`config.mk`:
```
export PLATFORM = sky130hd
export DESIGN_NAME = tdea_core
export DESIGN_NICKNAME = d
export VERILOG_FILES = /design/src/rtl/tdea_pkg.sv /design/src/rtl/tdea_sbox.sv /design/src/rtl/tdea_feistel.sv /design/src/rtl/tdea_keysched.sv /design/src/rtl/tdea_ctrl.sv /design/src/rtl/tdea_core.sv
export SDC_FILE = /design/constraint.sdc
export NUM_CORES = 1
export LEC_CHECK = 0
export ABC_CLOCK_PERIOD_IN_PS = 4800
export BUFFER_PORTS_ARGS = -buffer_cell sky130_fd_sc_hd__buf_2
export CAP_MARGIN = 15
export CORE_MARGIN = 8
export CORE_UTILIZATION = 53
export DETAILED_ROUTE_END_ITERATION = 8
export PLACE_DENSITY = 0.79
export RECOVER_POWER = 50
export SYNTH_ARGS = -nofsm -noshare
export SYNTH_HDL_FRONTEND = slang
export SYNTH_HIERARCHICAL = 1
export SYNTH_SLANG_ARGS = --single-unit
```
`constraint.sdc`:
```
create_clock -name clk -period 4.8 [get_ports clk]
set_input_delay 1.44 -clock clk [delete_from_list [all_inputs] [get_ports clk]]
set_output_delay 1.44 -clock clk [all_outputs]
set_load 0.005 [all_outputs]
```
`src/rtl/tdea_pkg.sv`:
```
package tdea_pkg;

    localparam int BLK_W      = 64;
    localparam int HALF_W     = BLK_W / 2;
    localparam int CD_W       = 56;
    localparam int CD_HALF_W  = CD_W / 2;
    localparam int SUB_W      = 48;
    localparam int SBOX_CNT   = 8;
    localparam int ROUNDS     = 16;
    localparam int PASSES     = 3;
    localparam int RND_W      = $clog2(ROUNDS);
    localparam int PASS_W     = $clog2(PASSES + 1);

    typedef enum logic {
        DIR_FWD = 1'b0,
        DIR_INV = 1'b1
    } pass_dir_e;

    typedef struct packed {
        logic [HALF_W-1:0] left;
        logic [HALF_W-1:0] right;
    } halves_t;

    localparam int P_TAB [32] = '{16, 7, 20, 21, 29, 12, 28, 17,
                                  1, 15, 23, 26,  5, 18, 31, 10,
                                  2,  8, 24, 14, 32, 27,  3,  9,
                                 19, 13, 30,  6, 22, 11,  4, 25};

    localparam int PC1_TAB [56] = '{57, 49, 41, 33, 25, 17,  9,
                                     1, 58, 50, 42, 34, 26, 18,
                                    10,  2, 59, 51, 43, 35, 27,
                                    19, 11,  3, 60, 52, 44, 36,
                                    63, 55, 47, 39, 31, 23, 15,
                                     7, 62, 54, 46, 38, 30, 22,
                                    14,  6, 61, 53, 45, 37, 29,
                                    21, 13,  5, 28, 20, 12,  4};

    localparam int PC2_TAB [48] = '{14, 17, 11, 24,  1,  5,
                                     3, 28, 15,  6, 21, 10,
                                    23, 19, 12,  4, 26,  8,
                                    16,  7, 27, 20, 13,  2,
                                    41, 52, 31, 37, 47, 55,
                                    30, 40, 51, 45, 33, 48,
                                    44, 49, 39, 56, 34, 53,
                                    46, 42, 50, 36, 29, 32};

    // Each entry holds 64 nibbles, row-major (row 0 col 0 is the top nibble).
    localparam logic [255:0] SBOX_TAB [SBOX_CNT] = '{
        256'hE4D12FB83A6C5907_0F74E2D1A6CB9538_41E8D62BFC973A50_FC8249175B3EA06D,
        256'hF18E6B34972DC05A_3D47F28EC01A69B5_0E7BA4D158C6932F_D8A13F42B67C05E9,
        256'hA09E63F51DC7B428_D70934A6285ECBF1_D6498F30B12C5AE7_1AD069874FE3B52C,
        256'h7DE3069A1285BC4F_D8B56F03472C1AE9_A690CB7DF13E5284_3F06A1D8945BC72E,
        256'h2C417AB6853FD0E9_EB2C47D150FA3986_421BAD78F9C5630E_B8C71E2D6F09A453,
        256'hC1AF92680D34E75B_AF427C9561DE0B38_9EF528C3704A1DB6_432C95FABE17608D,
        256'h4B2EF08D3C975A61_D0B7491AE35C2F86_14BDC37EAF680592_6BD814A7950FE23C,
        256'hD2846FB1A93E50C7_1FD8A374C56B0E92_7B419CE206ADF358_21E74A8DFC90356B
    };

    // Source bit (1-based, first bit = 1) of output position pos of the initial permutation.
    function automatic int ip_source(input int pos);
        int row;
        int col;
        int base;
        row  = pos / 8;
        col  = pos % 8;
        base = (row < 4) ? (58 + 2 * row) : (57 + 2 * (row - 4));
        return base - 8 * col;
    endfunction

    function automatic logic [BLK_W-1:0] initial_perm(input logic [BLK_W-1:0] x);
        logic [BLK_W-1:0] y;
        for (int i = 0; i < BLK_W; i++) begin
            y[BLK_W-1-i] = x[BLK_W-ip_source(i)];
        end
        return y;
    endfunction

    function automatic logic [BLK_W-1:0] final_perm(input logic [BLK_W-1:0] x);
        logic [BLK_W-1:0] y;
        for (int i = 0; i < BLK_W; i++) begin
            y[BLK_W-ip_source(i)] = x[BLK_W-1-i];
        end
        return y;
    endfunction

    function automatic logic [SUB_W-1:0] expand(input logic [HALF_W-1:0] r);
        logic [SUB_W-1:0] y;
        int src;
        for (int g = 0; g < SBOX_CNT; g++) begin
            for (int k = 0; k < 6; k++) begin
                src = 4 * g + k;
                if (src == 0)  src = HALF_W;
                if (src == 33) src = 1;
                y[SUB_W-1-(6*g+k)] = r[HALF_W-src];
            end
        end
        return y;
    endfunction

    function automatic logic [HALF_W-1:0] pbox(input logic [HALF_W-1:0] x);
        logic [HALF_W-1:0] y;
        for (int i = 0; i < HALF_W; i++) begin
            y[HALF_W-1-i] = x[HALF_W-P_TAB[i]];
        end
        return y;
    endfunction

    function automatic logic [CD_W-1:0] choice1(input logic [BLK_W-1:0] k);
        logic [CD_W-1:0] y;
        for (int i = 0; i < CD_W; i++) begin
            y[CD_W-1-i] = k[BLK_W-PC1_TAB[i]];
        end
        return y;
    endfunction

    function automatic logic [SUB_W-1:0] choice2(input logic [CD_W-1:0] cd);
        logic [SUB_W-1:0] y;
        for (int i = 0; i < SUB_W; i++) begin
            y[SUB_W-1-i] = cd[CD_W-PC2_TAB[i]];
        end
        return y;
    endfunction

    // Rounds 1, 2, 9 and 16 (indices 0, 1, 8, 15) shift by one, the rest by two.
    function automatic logic shift_is_one(input logic [RND_W-1:0] rnd);
        return (rnd == 4'd0) || (rnd == 4'd1) || (rnd == 4'd8) || (rnd == 4'd15);
    endfunction

    function automatic logic [3:0] sbox_lookup(input int idx, input logic [5:0] x);
        logic [5:0] n;
        n = {x[5], x[0], x[4:1]};
        return SBOX_TAB[idx][255 - 4 * n -: 4];
    endfunction

endpackage

```
`src/rtl/tdea_sbox.sv`:
```
module tdea_sbox
    import tdea_pkg::*;
#(
    parameter int IDX = 0
) (
    input  logic [5:0] sel,
    output logic [3:0] val
);
    always_comb begin
        val = sbox_lookup(IDX, sel);
    end
endmodule

```
`src/rtl/tdea_feistel.sv`:
```
module tdea_feistel
    import tdea_pkg::*;
(
    input  logic [HALF_W-1:0] half_in,
    input  logic [SUB_W-1:0]  subkey,
    output logic [HALF_W-1:0] f_out
);
    logic [SUB_W-1:0]  mixed;
    logic [HALF_W-1:0] subst;

    always_comb begin
        mixed = expand(half_in) ^ subkey;
    end

    for (genvar g = 0; g < SBOX_CNT; g++) begin : g_sbox
        tdea_sbox #(.IDX(g)) u_sbox (
            .sel (mixed[SUB_W-1-6*g -: 6]),
            .val (subst[HALF_W-1-4*g -: 4])
        );
    end

    always_comb begin
        f_out = pbox(subst);
    end
endmodule

```
`src/rtl/tdea_keysched.sv`:
```
module tdea_keysched
    import tdea_pkg::*;
(
    input  logic              clk,
    input  logic              rst,
    input  logic              load,
    input  logic [BLK_W-1:0]  load_key,
    input  logic              step,
    input  pass_dir_e         dir,
    input  logic [RND_W-1:0]  rnd,
    output logic [SUB_W-1:0]  subkey
);
    logic [CD_W-1:0]      cd_q;
    logic [CD_W-1:0]      cd_next;
    logic [CD_HALF_W-1:0] c_h;
    logic [CD_HALF_W-1:0] d_h;
    logic                 one_fwd;
    logic                 one_inv;

    always_comb begin
        c_h     = cd_q[CD_W-1:CD_HALF_W];
        d_h     = cd_q[CD_HALF_W-1:0];
        one_fwd = shift_is_one(rnd);
        one_inv = shift_is_one(4'd15 - rnd);
        if (dir == DIR_FWD) begin
            // Forward: rotate left first, the rotated value feeds this round.
            if (one_fwd) begin
                cd_next = {c_h[CD_HALF_W-2:0], c_h[CD_HALF_W-1],
                           d_h[CD_HALF_W-2:0], d_h[CD_HALF_W-1]};
            end else begin
                cd_next = {c_h[CD_HALF_W-3:0], c_h[CD_HALF_W-1:CD_HALF_W-2],
                           d_h[CD_HALF_W-3:0], d_h[CD_HALF_W-1:CD_HALF_W-2]};
            end
            subkey = choice2(cd_next);
        end else begin
            // Inverse: current value feeds this round, then rotate right.
            if (one_inv) begin
                cd_next = {c_h[0], c_h[CD_HALF_W-1:1], d_h[0], d_h[CD_HALF_W-1:1]};
            end else begin
                cd_next = {c_h[1:0], c_h[CD_HALF_W-1:2], d_h[1:0], d_h[CD_HALF_W-1:2]};
            end
            subkey = choice2(cd_q);
        end
    end

    always_ff @(posedge clk) begin
        if (rst) begin
            cd_q <= '0;
        end else if (load) begin
            cd_q <= choice1(load_key);
        end else if (step) begin
            cd_q <= cd_next;
        end
    end
endmodule

```
`src/rtl/tdea_ctrl.sv`:
```
module tdea_ctrl
    import tdea_pkg::*;
(
    input  logic              clk,
    input  logic              rst,
    input  logic              start,
    output logic              busy,
    output logic              done,
    output logic              accept,
    output logic              pass_end,
    output logic              final_round,
    output logic [RND_W-1:0]  rnd,
    output logic [PASS_W-1:0] pass
);
    localparam logic [RND_W-1:0]  LAST_RND  = RND_W'(ROUNDS - 1);
    localparam logic [PASS_W-1:0] LAST_PASS = PASS_W'(PASSES - 1);

    logic              busy_q;
    logic              done_q;
    logic [RND_W-1:0]  rnd_q;
    logic [PASS_W-1:0] pass_q;

    always_comb begin
        accept      = start && !busy_q;
        pass_end    = busy_q && (rnd_q == LAST_RND);
        final_round = pass_end && (pass_q == LAST_PASS);
    end

    always_ff @(posedge clk) begin
        if (rst) begin
            busy_q <= 1'b0;
            done_q <= 1'b0;
            rnd_q  <= '0;
            pass_q <= '0;
        end else begin
            done_q <= 1'b0;
            if (accept) begin
                busy_q <= 1'b1;
                rnd_q  <= '0;
                pass_q <= '0;
            end else if (busy_q) begin
                rnd_q <= rnd_q + 1'b1;
                if (final_round) begin
                    busy_q <= 1'b0;
                    done_q <= 1'b1;
                end else if (pass_end) begin
                    pass_q <= pass_q + 1'b1;
                end
            end
        end
    end

    assign busy = busy_q;
    assign done = done_q;
    assign rnd  = rnd_q;
    assign pass = pass_q;

    // a running block always advances one round per cycle, start or not
    p_round_advance_r6: assert property (@(posedge clk) disable iff (rst)
        (busy_q && !final_round) |=> (busy_q && rnd_q == $past(rnd_q) + 1'b1));

    // the pass counter never leaves its range
    p_pass_range_r8: assert property (@(posedge clk) disable iff (rst)
        busy_q |-> (pass_q <= LAST_PASS));
endmodule

```
`src/rtl/tdea_core.sv`:
```
module tdea_core
    import tdea_pkg::*;
(
    input  logic        clk,
    input  logic        rst,
    input  logic        start,
    input  logic        decrypt,
    input  logic        three_key,
    input  logic [63:0] data_in,
    input  logic [63:0] key_a,
    input  logic [63:0] key_b,
    input  logic [63:0] key_c,
    output logic        busy,
    output logic        done,
    output logic [63:0] data_out
);
    localparam int STORED_KEYS = PASSES - 1;

    logic              accept;
    logic              pass_end;
    logic              final_round;
    logic [RND_W-1:0]  rnd;
    logic [PASS_W-1:0] pass;

    pass_dir_e         dir_q;
    pass_dir_e         pass_dir;
    halves_t           st_q;
    logic [BLK_W-1:0]  later_key_q [STORED_KEYS];
    logic [BLK_W-1:0]  third_key;
    logic [BLK_W-1:0]  first_key;
    logic [BLK_W-1:0]  ks_key;
    logic              ks_load;
    logic [SUB_W-1:0]  subkey;
    logic [HALF_W-1:0] f_val;

    tdea_ctrl u_ctrl (
        .clk         (clk),
        .rst         (rst),
        .start       (start),
        .busy        (busy),
        .done        (done),
        .accept      (accept),
        .pass_end    (pass_end),
        .final_round (final_round),
        .rnd         (rnd),
        .pass        (pass)
    );

    always_comb begin
        third_key = three_key ? key_c : key_a;
        first_key = decrypt ? third_key : key_a;
        // The middle pass runs opposite to the outer two.
        pass_dir  = (pass == PASS_W'(1)) ? pass_dir_e'(~dir_q) : dir_q;
        ks_load   = accept || (pass_end && !final_round);
        ks_key    = accept ? first_key : later_key_q[pass[0]];
    end

    always_ff @(posedge clk) begin
        if (rst) begin
            dir_q <= DIR_FWD;
            for (int i = 0; i < STORED_KEYS; i++) begin
                later_key_q[i] <= '0;
            end
        end else if (accept) begin
            dir_q          <= pass_dir_e'(decrypt);
            later_key_q[0] <= key_b;
            later_key_q[1] <= decrypt ? key_a : third_key;
        end
    end

    tdea_keysched u_keys (
        .clk      (clk),
        .rst      (rst),
        .load     (ks_load),
        .load_key (ks_key),
        .step     (busy),
        .dir      (pass_dir),
        .rnd      (rnd),
        .subkey   (subkey)
    );

    tdea_feistel u_round (
        .half_in (st_q.right),
        .subkey  (subkey),
        .f_out   (f_val)
    );

    always_ff @(posedge clk) begin
        if (rst) begin
            st_q <= '0;
        end else if (accept) begin
            st_q <= halves_t'(initial_perm(data_in));
        end else if (busy) begin
            if (pass_end) begin
                // Last round of a pass: no half swap, which hands the next pass its input.
                st_q.left  <= st_q.left ^ f_val;
            end else begin
                st_q.left  <= st_q.right;
                st_q.right <= st_q.left ^ f_val;
            end
        end
    end

    always_comb begin
        data_out = final_perm(st_q);
    end

    // an idle engine seeing start becomes busy
    p_start_busy_r2: assert property (@(posedge clk) disable iff (rst)
        (!busy && start) |=> busy);

    // done lasts a single cycle
    p_done_single_r7: assert property (@(posedge clk) disable iff (rst)
        done |=> !done);

    // done marks the end of a busy run
    p_done_end_r8: assert property (@(posedge clk) disable iff (rst)
        done |-> (!busy && $past(busy)));

    // the result holds while idle and not restarted
    p_result_hold_r7: assert property (@(posedge clk) disable iff (rst)
        (!busy && !start) |=> $stable(data_out));
endmodule

```
* After elaboration in Yosys (flattened, before gate mapping) *
Memories as Yosys holds them, arrays and structs flattened. A register that Yosys moved wholly into a read port is not among the register bits.
Cells that the tools add are included.

storage, ports and cells
  input port bits = 261
  logic and storage cells = 93
  memories = 1
  flip-flop bits (word level) = 129
  output and inout port bits = 66
  bits in read-only memories = 0
  bits in writable memories = 128
  latch bits = 0

operators by class
  shift operators = 8
  equality and inequality tests = 9
  multiplexer cells = 28
  reductions and logical operators = 21
  multipliers = 0
  add/sub/neg operators = 11
  divide/modulo/power cells = 0
  bitwise gates (word level) = 7
  $lt $le $gt $ge = 0

memories
  memory       words  width  read ports  clocked after memory_dff  write ports  line             source
  later_key_q  2      64     1           1                         2            tdea_core.sv:28  logic [BLK_W-1:0] later_key_q [STORED_KEYS];

operators with widths
  cell                         number
  $shiftx A259 B33 Y4 const A  8
  $mux W64                     8
  $mux W56                     5
  $sub A8 B8 Y9 const A        8
  $mux W32                     2
  $mux W48                     1
  $xor A48 B48 Y48             1
  $xor A32 B32 Y32             1
  $eq A4 B4 Y1 const B         4
  $mux W1                      12
  $eq A4 B1 Y1 const B         2
  $logic_not A4 Y1             2
  $logic_or A1 B1 Y1           7
  $add A4 B1 Y4 const B        1
  $logic_and A1 B1 Y1          4
  $reduce_bool A2 Y1           2
  $sub A4 B4 Y4 const A        1
  $not A1 Y1                   3
  $reduce_and A3 Y1            1
  $reduce_or A3 Y1             1
  $add A2 B1 Y2 const B        1
  $eq A2 B1 Y1 const B         1
  $eq A2 B2 Y1 const B         1
  $logic_not A1 Y1             2
  4 further kinds              5

* Depth between registers and ports, before layout *
Gate-level depths: netlist (run 1).

  word-level depth = 13
  depth in mapped cells = 22
  gate-level depth less buffers = 16

* By module *
The synthesis (run 1) kept the hierarchy.

modules (own cells, without submodules)
  module                                area each (um2)  sequential area each (um2)  cells each  instances
  tdea_core                             10946.7          5144.9                      1177        1
  tdea_keysched                         4639.4           1121.1                      692         1
  tdea_sbox (u_round.g_sbox[0].u_sbox)  740.7            0.0                         87          1
  tdea_sbox (u_round.g_sbox[5].u_sbox)  729.4            0.0                         97          1
  tdea_sbox (u_round.g_sbox[7].u_sbox)  689.4            0.0                         96          1
  tdea_sbox (u_round.g_sbox[1].u_sbox)  660.6            0.0                         90          1
  tdea_sbox (u_round.g_sbox[2].u_sbox)  658.1            0.0                         94          1
  tdea_sbox (u_round.g_sbox[4].u_sbox)  640.6            0.0                         94          1
  tdea_sbox (u_round.g_sbox[6].u_sbox)  584.3            0.0                         82          1
  tdea_sbox (u_round.g_sbox[3].u_sbox)  580.6            0.0                         73          1
  tdea_feistel                          420.4            0.0                         48          1
  tdea_ctrl                             365.4            160.2                       38          1

* Least setup slack after synthesis (run 1) *
OpenSTA, ideal clock, no wires.

  path kind = reg-to-reg
  start point = reg u_ctrl.pass_q[0], in the netlist u_ctrl/pass[0]
  end point = reg st_q (netlist bit data_out[48])
  stages on the path, launching flop included = 21
  library setup time = 0.115 ns
  path slack = 0.023 ns
  required time = 4.685 ns
  path buffers = 7
  arrival time = 4.662 ns
  clock period less this slack = 4.777 ns
  cells stage by stage = dfxtp_1 > buf_4 > clkbuf_1 > nand2b_1 > xnor2_1 > buf_2 > clkbuf_1 > clkbuf_1 > clkbuf_1 > o21ai_0 > xor2_1 > inv_1 > ha_1 > buf_2 > mux4_2 > a32o_1 > nor2_1 > nand3_1 > o21ai_0 > a211oi_1 > a21o_1

on the way
  longest elaborated chain between the ends = 10

ends and longest elaborated chain
  element                 line                 source
  from (decl)             tdea_ctrl.sv:21      logic [PASS_W-1:0] pass_q;
  from (signal assigned)  tdea_ctrl.sv:47      pass_q <= pass_q + 1'b1;
  $eq A2 B1 Y1            tdea_core.sv:53      pass_dir = (pass == PASS_W'(1)) ? pass_dir_e'(~dir_q) : dir_q;
  $mux W1                 tdea_core.sv:53
  via pass_dir            tdea_core.sv:26      pass_dir_e pass_dir;
  $mux W48                tdea_keysched.sv:25  if (dir == DIR_FWD) begin
  via subkey[43]          tdea_core.sv:33      logic [SUB_W-1:0] subkey;
  $xor A48 B48 Y48        tdea_feistel.sv:12   mixed = expand(half_in) ^ subkey;
  via u_round.mixed[43]   tdea_feistel.sv:8    logic [SUB_W-1:0] mixed;
  $sub A8 B8 Y9           tdea_pkg.sv:132      return SBOX_TAB[idx][255 - 4 * n -: 4];
  $shiftx A259 B33 Y4     tdea_pkg.sv:132
  via f_val[1]            tdea_core.sv:34      logic [HALF_W-1:0] f_val;
  $xor A32 B32 Y32        tdea_core.sv:96      st_q.left <= st_q.left ^ f_val;
  $mux W32                tdea_core.sv:94      if (pass_end) begin
  $mux W64                tdea_core.sv:93      end else if (busy) begin
  $mux W64                tdea_core.sv:91      end else if (accept) begin
  to (signal assigned)    tdea_core.sv:92      st_q <= halves_t'(initial_perm(data_in));
  to (decl)               tdea_core.sv:27      halves_t st_q;

The timed path passes the listed nets, and every way through them passes these cells. The select of a mux whose other input is x is not followed.
A chain may end at the register's enable or synchronous reset.

* Final worst setup path (run 1) *
  start point = reg u_ctrl.rnd_q[2], in the netlist u_ctrl/rnd[2]
  end point = reg st_q (netlist bit data_out[20])

on the way
  longest elaborated chain between the ends = 13
  elaborated cells between the ends (all ways) = 17
  those cells by class = add/sub (1); eq/ne (3); shift (1); mux (5); bitwise (2); reduce/logical (5)

ends and longest elaborated chain
  element                                                  line                 source
  from (decl)                                              tdea_ctrl.sv:20      logic [RND_W-1:0] rnd_q;
  from (signal assigned)                                   tdea_ctrl.sv:42      rnd_q <= rnd_q + 1'b1;
  $eq A4 B1 Y1 / $logic_not A4 Y1 (equally long branches)  tdea_pkg.sv:126      return (rnd == 4'd0) || (rnd == 4'd1) || (rnd == 4'd8) || (rnd == 4'd15);
  $logic_or A1 B1 Y1 (2 in a row)                          tdea_pkg.sv:126
  $logic_or A1 B1 Y1 (*)                                   tdea_pkg.sv:126
  $mux W56 (*)                                             tdea_keysched.sv:27  if (one_fwd) begin
  $mux W48 (*)                                             tdea_keysched.sv:25
  via subkey[14]                                           tdea_core.sv:33
  $xor A48 B48 Y48 (*)                                     tdea_feistel.sv:12
  via u_round.mixed[14]                                    tdea_feistel.sv:8
  $sub A8 B8 Y9 (*)                                        tdea_pkg.sv:132
  $shiftx A259 B33 Y4 (*)                                  tdea_pkg.sv:132
  via f_val[21]                                            tdea_core.sv:34
  $xor A32 B32 Y32 (*)                                     tdea_core.sv:96
  $mux W32 (*)                                             tdea_core.sv:94
  $mux W64 (*)                                             tdea_core.sv:93
  $mux W64 (*)                                             tdea_core.sv:91

The timed path passes the listed nets; every way through them passes the cells marked *. The select of a mux whose other input is x is not followed.

==> results of run 1 <==
[per-layer routing]
layer  up-vias  wire, um
met4         0      1720
met3        97      5450
li1       9706         -
met5         -         0
met1      9473     28000
met2       930     30000
[worst register-to-register path, cell delays in order, from the launching register on]
cell and delay (ns):
dfxtp_1 0.48, nand2_1 0.22, o21ai_4 0.37, buf_4 0.33, mux2i_1 0.23, nor2_1 0.09
a21o_1 0.20, xor2_1 0.19, inv_1 0.13, ha_1 0.37, xor2_1 0.18, a221o_1 0.29
and3_1 0.18, a211oi_1 0.55, nand2b_1 0.19, a21oi_1 0.08, a211oi_1 0.26, a21o_1 0.12
[final timing paths]
check / start / endpoint / slack (ns)
max: u_ctrl/rnd[2] / data_out[20] / 0.26
min: u_ctrl/pass[1] / u_ctrl/pass[1] / 0.54
max reg2reg: u_ctrl/rnd[2] / data_out[20] / 0.26
min reg2reg: u_ctrl/pass[1] / u_ctrl/pass[1] / 0.54
[sequential cells by signal (all words and copies together) (netlist names)]
name,flops
later_key_q,112
data_out,64
u_keys/cd_q,56
u_ctrl/rnd,4
u_ctrl/pass,2
dir_q,1
u_ctrl/busy,1
u_ctrl/done,1
[through the flow]
step,util,hold WS (ns)
global placement,0.581,0.526
CTS,0.605,0.553
detailed placement,0.581,0.544
global route,0.602,0.566
finish,0.602,0.537
floorplan,-,0.482
[final cells by class]
type / instances / share of cell area
clock buffer: 35 / 0.0315
sequential: 241 / 0.255
timing repair buffer: 401 / 0.0958
multi-input combinational: 2044 / 0.572
tap: 518 / 0.0278
clock inverter: 15 / 0.00831
inverter: 59 / 0.00970
[power breakdown]
| group | leakage, nW | internal [mW] | total [mW] | switching [mW] |
|---|---|---|---|---|
| clock | 0.454 | 1.30 | 2.22 | 0.918 |
| combinational | 7.46 | 1.62 | 3.84 | 2.21 |
| sequential | 2.27 | 2.33 | 2.53 | 0.201 |
| total | 10.2 | 5.26 | 8.59 | 3.33 |
[what timing repair did]
item	in CTS	in global routing
gates resized for setup	0	1
endpoints found under the setup margin	0	1
hold buffers	0	0
[placed cells by master, fill, tap and decap left out, drive strengths merged, types with 13 or more instances in the layout]
master / instances
xor2: 59
nand4: 16
o21ai: 139
o211ai: 13
xnor2: 44
and2: 58
buf: 337
edfxtp: 112
nor2: 247
o31a: 31
a31oi: 14
nand3: 90
inv: 58
dfxtp: 129
o211a: 15
a21o: 51
a211o: 45
clkbuf: 99
o22ai: 22
nand2b: 67
ha: 65
a21oi: 277
a211oi: 106
mux4: 15
mux2i: 117
nor3: 18
nor3b: 22
nor2b: 69
nand2: 271
==> run summary, run 1 <==
Met3 Use GR: 0.0426
Starting Density: 0.537
DRT Wirelength: 65.2 mm
CP top delay family: compound AO/OA/AOI/OAI gates
Yosys warnings: 6
R2r worst-path depth: 17
Final worst-path setup slack: 0.259 ns
Die footprint: 45,800 sq um
Max-slew violation count: 172
Period Utilization, post-route: 0.946
TritonCTS buffer count: 27
Clock root buffer: clkbuf_16
Slowest cell on the critical path: a211oi_1
Synthesized area: 20,800 sq um
Syn_area_per_cell: 8.04 sq um
Register area: 5950 sq um
Diode count: 0
Vias: 20,200
GRT Max-Usage Layer: met2
Pwr dens: 368 nW/um^2
Row cnt: 72
F_max: 220 MHz
Peak VDD IR: 0.000307 V
First-pass GRT wire length: 103 mm
Layout net count: 3,100
Worst Clk Skew: 0.0221 ns
Worst-path clk slew: 0.07 ns
Num ports: 327
Placeable Area: 38,700 sq um
DR vias/cell: 6.10
WP buf/inv: 2
Maximum root-to-sink buffer count: 3
Relative slew slack: -0.450
Crit Path Max Fanout: 13
CP arrival: 5.05 ns
DIE WIDTH: 214 um
Worst-margin pin slew: 2.17 ns
Total power: 8.59 mW
HP Class: register to register
Static Leak: 10.2 nW
Crit path time final: 4.54 ns
Total global-route track usage: 0.267
H-tree Lvls: 1
Cell area after placement: 22,500 sq um
Syn nets: 2,914
Critical path cell sequence: nand2_1 -> o21ai_4 -> buf_4 -> mux2i_1 -> nor2_1 -> a21o_1 -> xor2_1 -> inv_1 -> ha_1 -> xor2_1 -> a221o_1 -> and3_1 -> a211oi_1 -> nand2b_1 -> a21oi_1 -> a211oi_1 -> a21o_1
Inst Count DP: 3,262
Place WS: 0.316 ns
TritonCTS clock tree: built
Failing checks: capacitance limit, slew limit
Drt drc: 0
RSZ-0062 raised after global routing: no
CP Depth: 17
Req. time, crit path: 5.31 ns
Starting DRC count in detailed routing: 2,213
Max stage delay on crit path: 0.55 ns
Critical path class: register to register
Total gr overflow: 0
Layout Cells excl Fill: 3,313
Port Buffers: 302
Initial antenna violation count: 0
Pre-antenna DRT Iters: 6
M2 GR Usage: 0.434
CP endpoint kind: register
Antenna viol nets, final: 0
Multi-input gate area: 13,300 sq um
Fillers: 3,464
Area added between synthesis and finish: 12.2%
Final TNS setup: 0 ns
Die Y: 214 um
CTS sink count: 241
DP HPWL: 46.7 mm
Max cap viols: 3
Post-Syn Instances: 2,588
Outcome: finished with violations
Worst-Skew Late Latency: 0.58 ns
Postcts setup bufs: 0
Hold Path Stages: 2
Final setup vio count: 0
Layout cell share with drive strength beyond 1: 0.164
Endpoints failing hold: 0
Final Wtd Congestion: 0.946
Critical Path Source Type: register
Final instance area: 23,300 sq um
Avg WL per Cell: 19.7 um
Vias in the first global route: 19,000
Largest net degree at the start of global routing: 99
GR Layer Usage met1: 0.362
Power figures use the tool's default switching activity.
==> inputs of run 2 (changes only) <==
--- a/config.mk
+++ b/config.mk
@@ -5,7 +5,7 @@
 export SDC_FILE = /design/constraint.sdc
 export NUM_CORES = 1
 export LEC_CHECK = 0
-export ABC_CLOCK_PERIOD_IN_PS = 4800
+export ABC_CLOCK_PERIOD_IN_PS = 3800
 export BUFFER_PORTS_ARGS = -buffer_cell sky130_fd_sc_hd__buf_2
 export CAP_MARGIN = 15
 export CORE_MARGIN = 8
==> constraint.sdc (replaced) <==
create_clock -name clk -period 3.8 [get_ports clk]
set_input_delay 1.14 -clock clk [delete_from_list [all_inputs] [get_ports clk]]
set_output_delay 1.14 -clock clk [all_outputs]
set_load 0.005 [all_outputs]
==> run 2 against run 1 <==
The flow now finishes without violations. Wire length rose by 6.3%. Non-clock buffer count increased by 141. Critical path depth is the same. Sequential share of layout area fell by 2.2 points. Maximum frequency grew 21%. Register-to-register slack worse by 0.23 ns. Global-route usage up 1.4 points. Cell count up 4.3%. Design area rose by 9.3%. Combinational power grew 52%. Clock skew increased by 0.0060 ns. Critical path type unchanged. Largest power group unchanged.
==> run summary, run 2 (same netlist as run 1, synthesis figures left out) <==
Pre-antenna DRT Iters: 8
Sw Pwr: 4.55 mW
Sw Share: 0.387
Worst-path clk slew: 0.07 ns
Final instance area: 25,500 sq um
CTS sink count: 241
Hold slack: 0.551 ns
Inst Count DP: 3,389
Final worst-path setup slack: 0.0330 ns
TritonCTS buffer count: 28
Flop pwr share: 0.271
Clk pwr share: 0.233
Final TNS setup: 0 ns
Max cap viols: 0
Total power: 11.8 mW
CTS Hold Bufs: 0
Fillers: 3,221
Crit Path Max Fanout: 13
Worst-Skew Late Latency: 0.58 ns
Layout net count: 3,242
Vias in the first global route: 19,900
Area added between synthesis and finish: 22.7%
Diode count: 0
Layout cell share with drive strength beyond 1: 0.268
Static Leak: 11.2 nW
Int Power: 7.22 mW
Starting Density: 0.537
Largest register FFs: 112
Num ports: 327
H-tree Lvls: 1
Comb power frac: 0.496
Req. time, crit path: 4.26 ns
Critical Path Source Type: register
Max stage delay on crit path: 0.39 ns
RSZ-0062 raised after global routing: yes
Peak VDD IR: 0.000345 V
Most frequent cell on the critical path: buf_4
Critical path class: register to register
Row cnt: 72
HP Class: register to register
DR vias/cell: 6.09
CP arrival: 4.23 ns
Worst-margin pin slew: 0.898 ns
Total global-route track usage: 0.280
Most frequent cells in the layout: buf_2 (301), nand2_1 (267), a21oi_1 (266)
DRT Wirelength: 69.3 mm
Max-slew violation count: 0
Maximum root-to-sink buffer count: 3
Worst Clk Skew: 0.0281 ns
Die Y: 214 um
Avg WL per Cell: 20.0 um
CP endpoint kind: register
Pwr dens: 461 nW/um^2
Relative slew slack: 0.401
DP HPWL: 49.7 mm
Antenna viol nets, final: 0
Placeable Area: 38,700 sq um
Cell area after placement: 23,800 sq um
Commonest non-fill, non-tap cell in the layout: buf_2
Layout Cells excl Fill: 3,456
DIE WIDTH: 214 um
Period Utilization, post-route: 0.991
First-pass GRT wire length: 108 mm
Total gr overflow: 0
Crit path time final: 3.77 ns
Slowest cell on the critical path: a2111oi_2
Clock root buffer: clkbuf_16
Top reg by flops: later_key_q
Place WS: -0.142 ns
Port Buffers: 302
F_max: 265 MHz
Final Wtd Congestion: 0.946
Outcome: complete, no violations
Die footprint: 45,800 sq um
Endpoints failing hold: 0
TritonCTS clock tree: built
Drt drc: 0
Post-Route Utilization: 0.659
Initial antenna violation count: 1
Critical path cell sequence: a211o_1 -> o21ai_4 -> buf_12 -> buf_4 -> mux2i_1 -> o21ai_0 -> xor2_1 -> buf_4 -> inv_1 -> a211oi_1 -> a2111oi_2 -> a311oi_2 -> buf_4 -> nand2b_1 -> a21oi_2 -> a211oi_1 -> a21o_1
Final setup vio count: 0
Starting DRC count in detailed routing: 2,204
Largest net degree at the start of global routing: 106
Vias: 21,100
==> run 2: power groups by stage <==
| stage | Sequential (mW) | Combinational (mW) | Clock (mW) |
|---|---|---|---|
| 5_1_grt | 3.22 | 6.30 | 2.86 |
| 2_1_floorplan | 3.16 | 3.70 | 0 |
| 4_1_cts | 3.18 | 5.48 | 2.76 |
| 3_5_place_dp | 3.23 | 5.39 | 0 |
| 3_3_place_gp | 3.22 | 5.30 | 0 |
| 6_report | 3.19 | 5.84 | 2.74 |
==> run 2: path summary, 6_finish.rpt <==
check	depth (start not counted)	startpoint	slack (ns)	endpoint
max	17	u_ctrl/rnd[0]	0.03	data_out[56]
min	2	u_ctrl/busy	0.55	u_ctrl/busy
max reg2reg	17	u_ctrl/rnd[0]	0.03	data_out[56]
min reg2reg	2	u_ctrl/busy	0.55	u_ctrl/busy
==> run 2: layer usage <==
| layer | global-route usage | vias to the layer above | routed length (um) |
|---|---|---|---|
| li1 | - | 9985 | - |
| met4 | 0.0953 | 0 | 2460 |
| met2 | 0.461 | 942 | 32500 |
| met5 | 0 | - | 0 |
| met3 | 0.0406 | 138 | 4870 |
| met1 | 0.373 | 9989 | 29500 |
==> run 2: layout make-up <==
class / count / area [sq um] / area share
Tap cell: 518 / 648 / 0.0254
Multi-Input combinational cell: 2044 / 14100 / 0.554
Timing Repair Buffer: 542 / 3630 / 0.142
Clock inverter: 17 / 171 / 0.00672
Inverter: 59 / 236 / 0.00927
Clock buffer: 35 / 737 / 0.0289
Sequential cell: 241 / 5960 / 0.233
==> run 2: critical path, delay by kind of cell (launching register included) <==
kind,cells,cell delay [ns]
DFF,1,0.33
xor gates and xnor gates,1,0.23
and+or+nand+nor,1,0.15
muxes,1,0.28
AOI/OAI and AO/OA,9,1.69
buffers and inverters,5,0.95
==> run 2: timing repair <==
item	in CTS	in global routing
resized for setup	17	123
pin swaps	2	15
endpoints found under the setup margin	28	62
buffers inserted	3	9
gates cloned	1	2
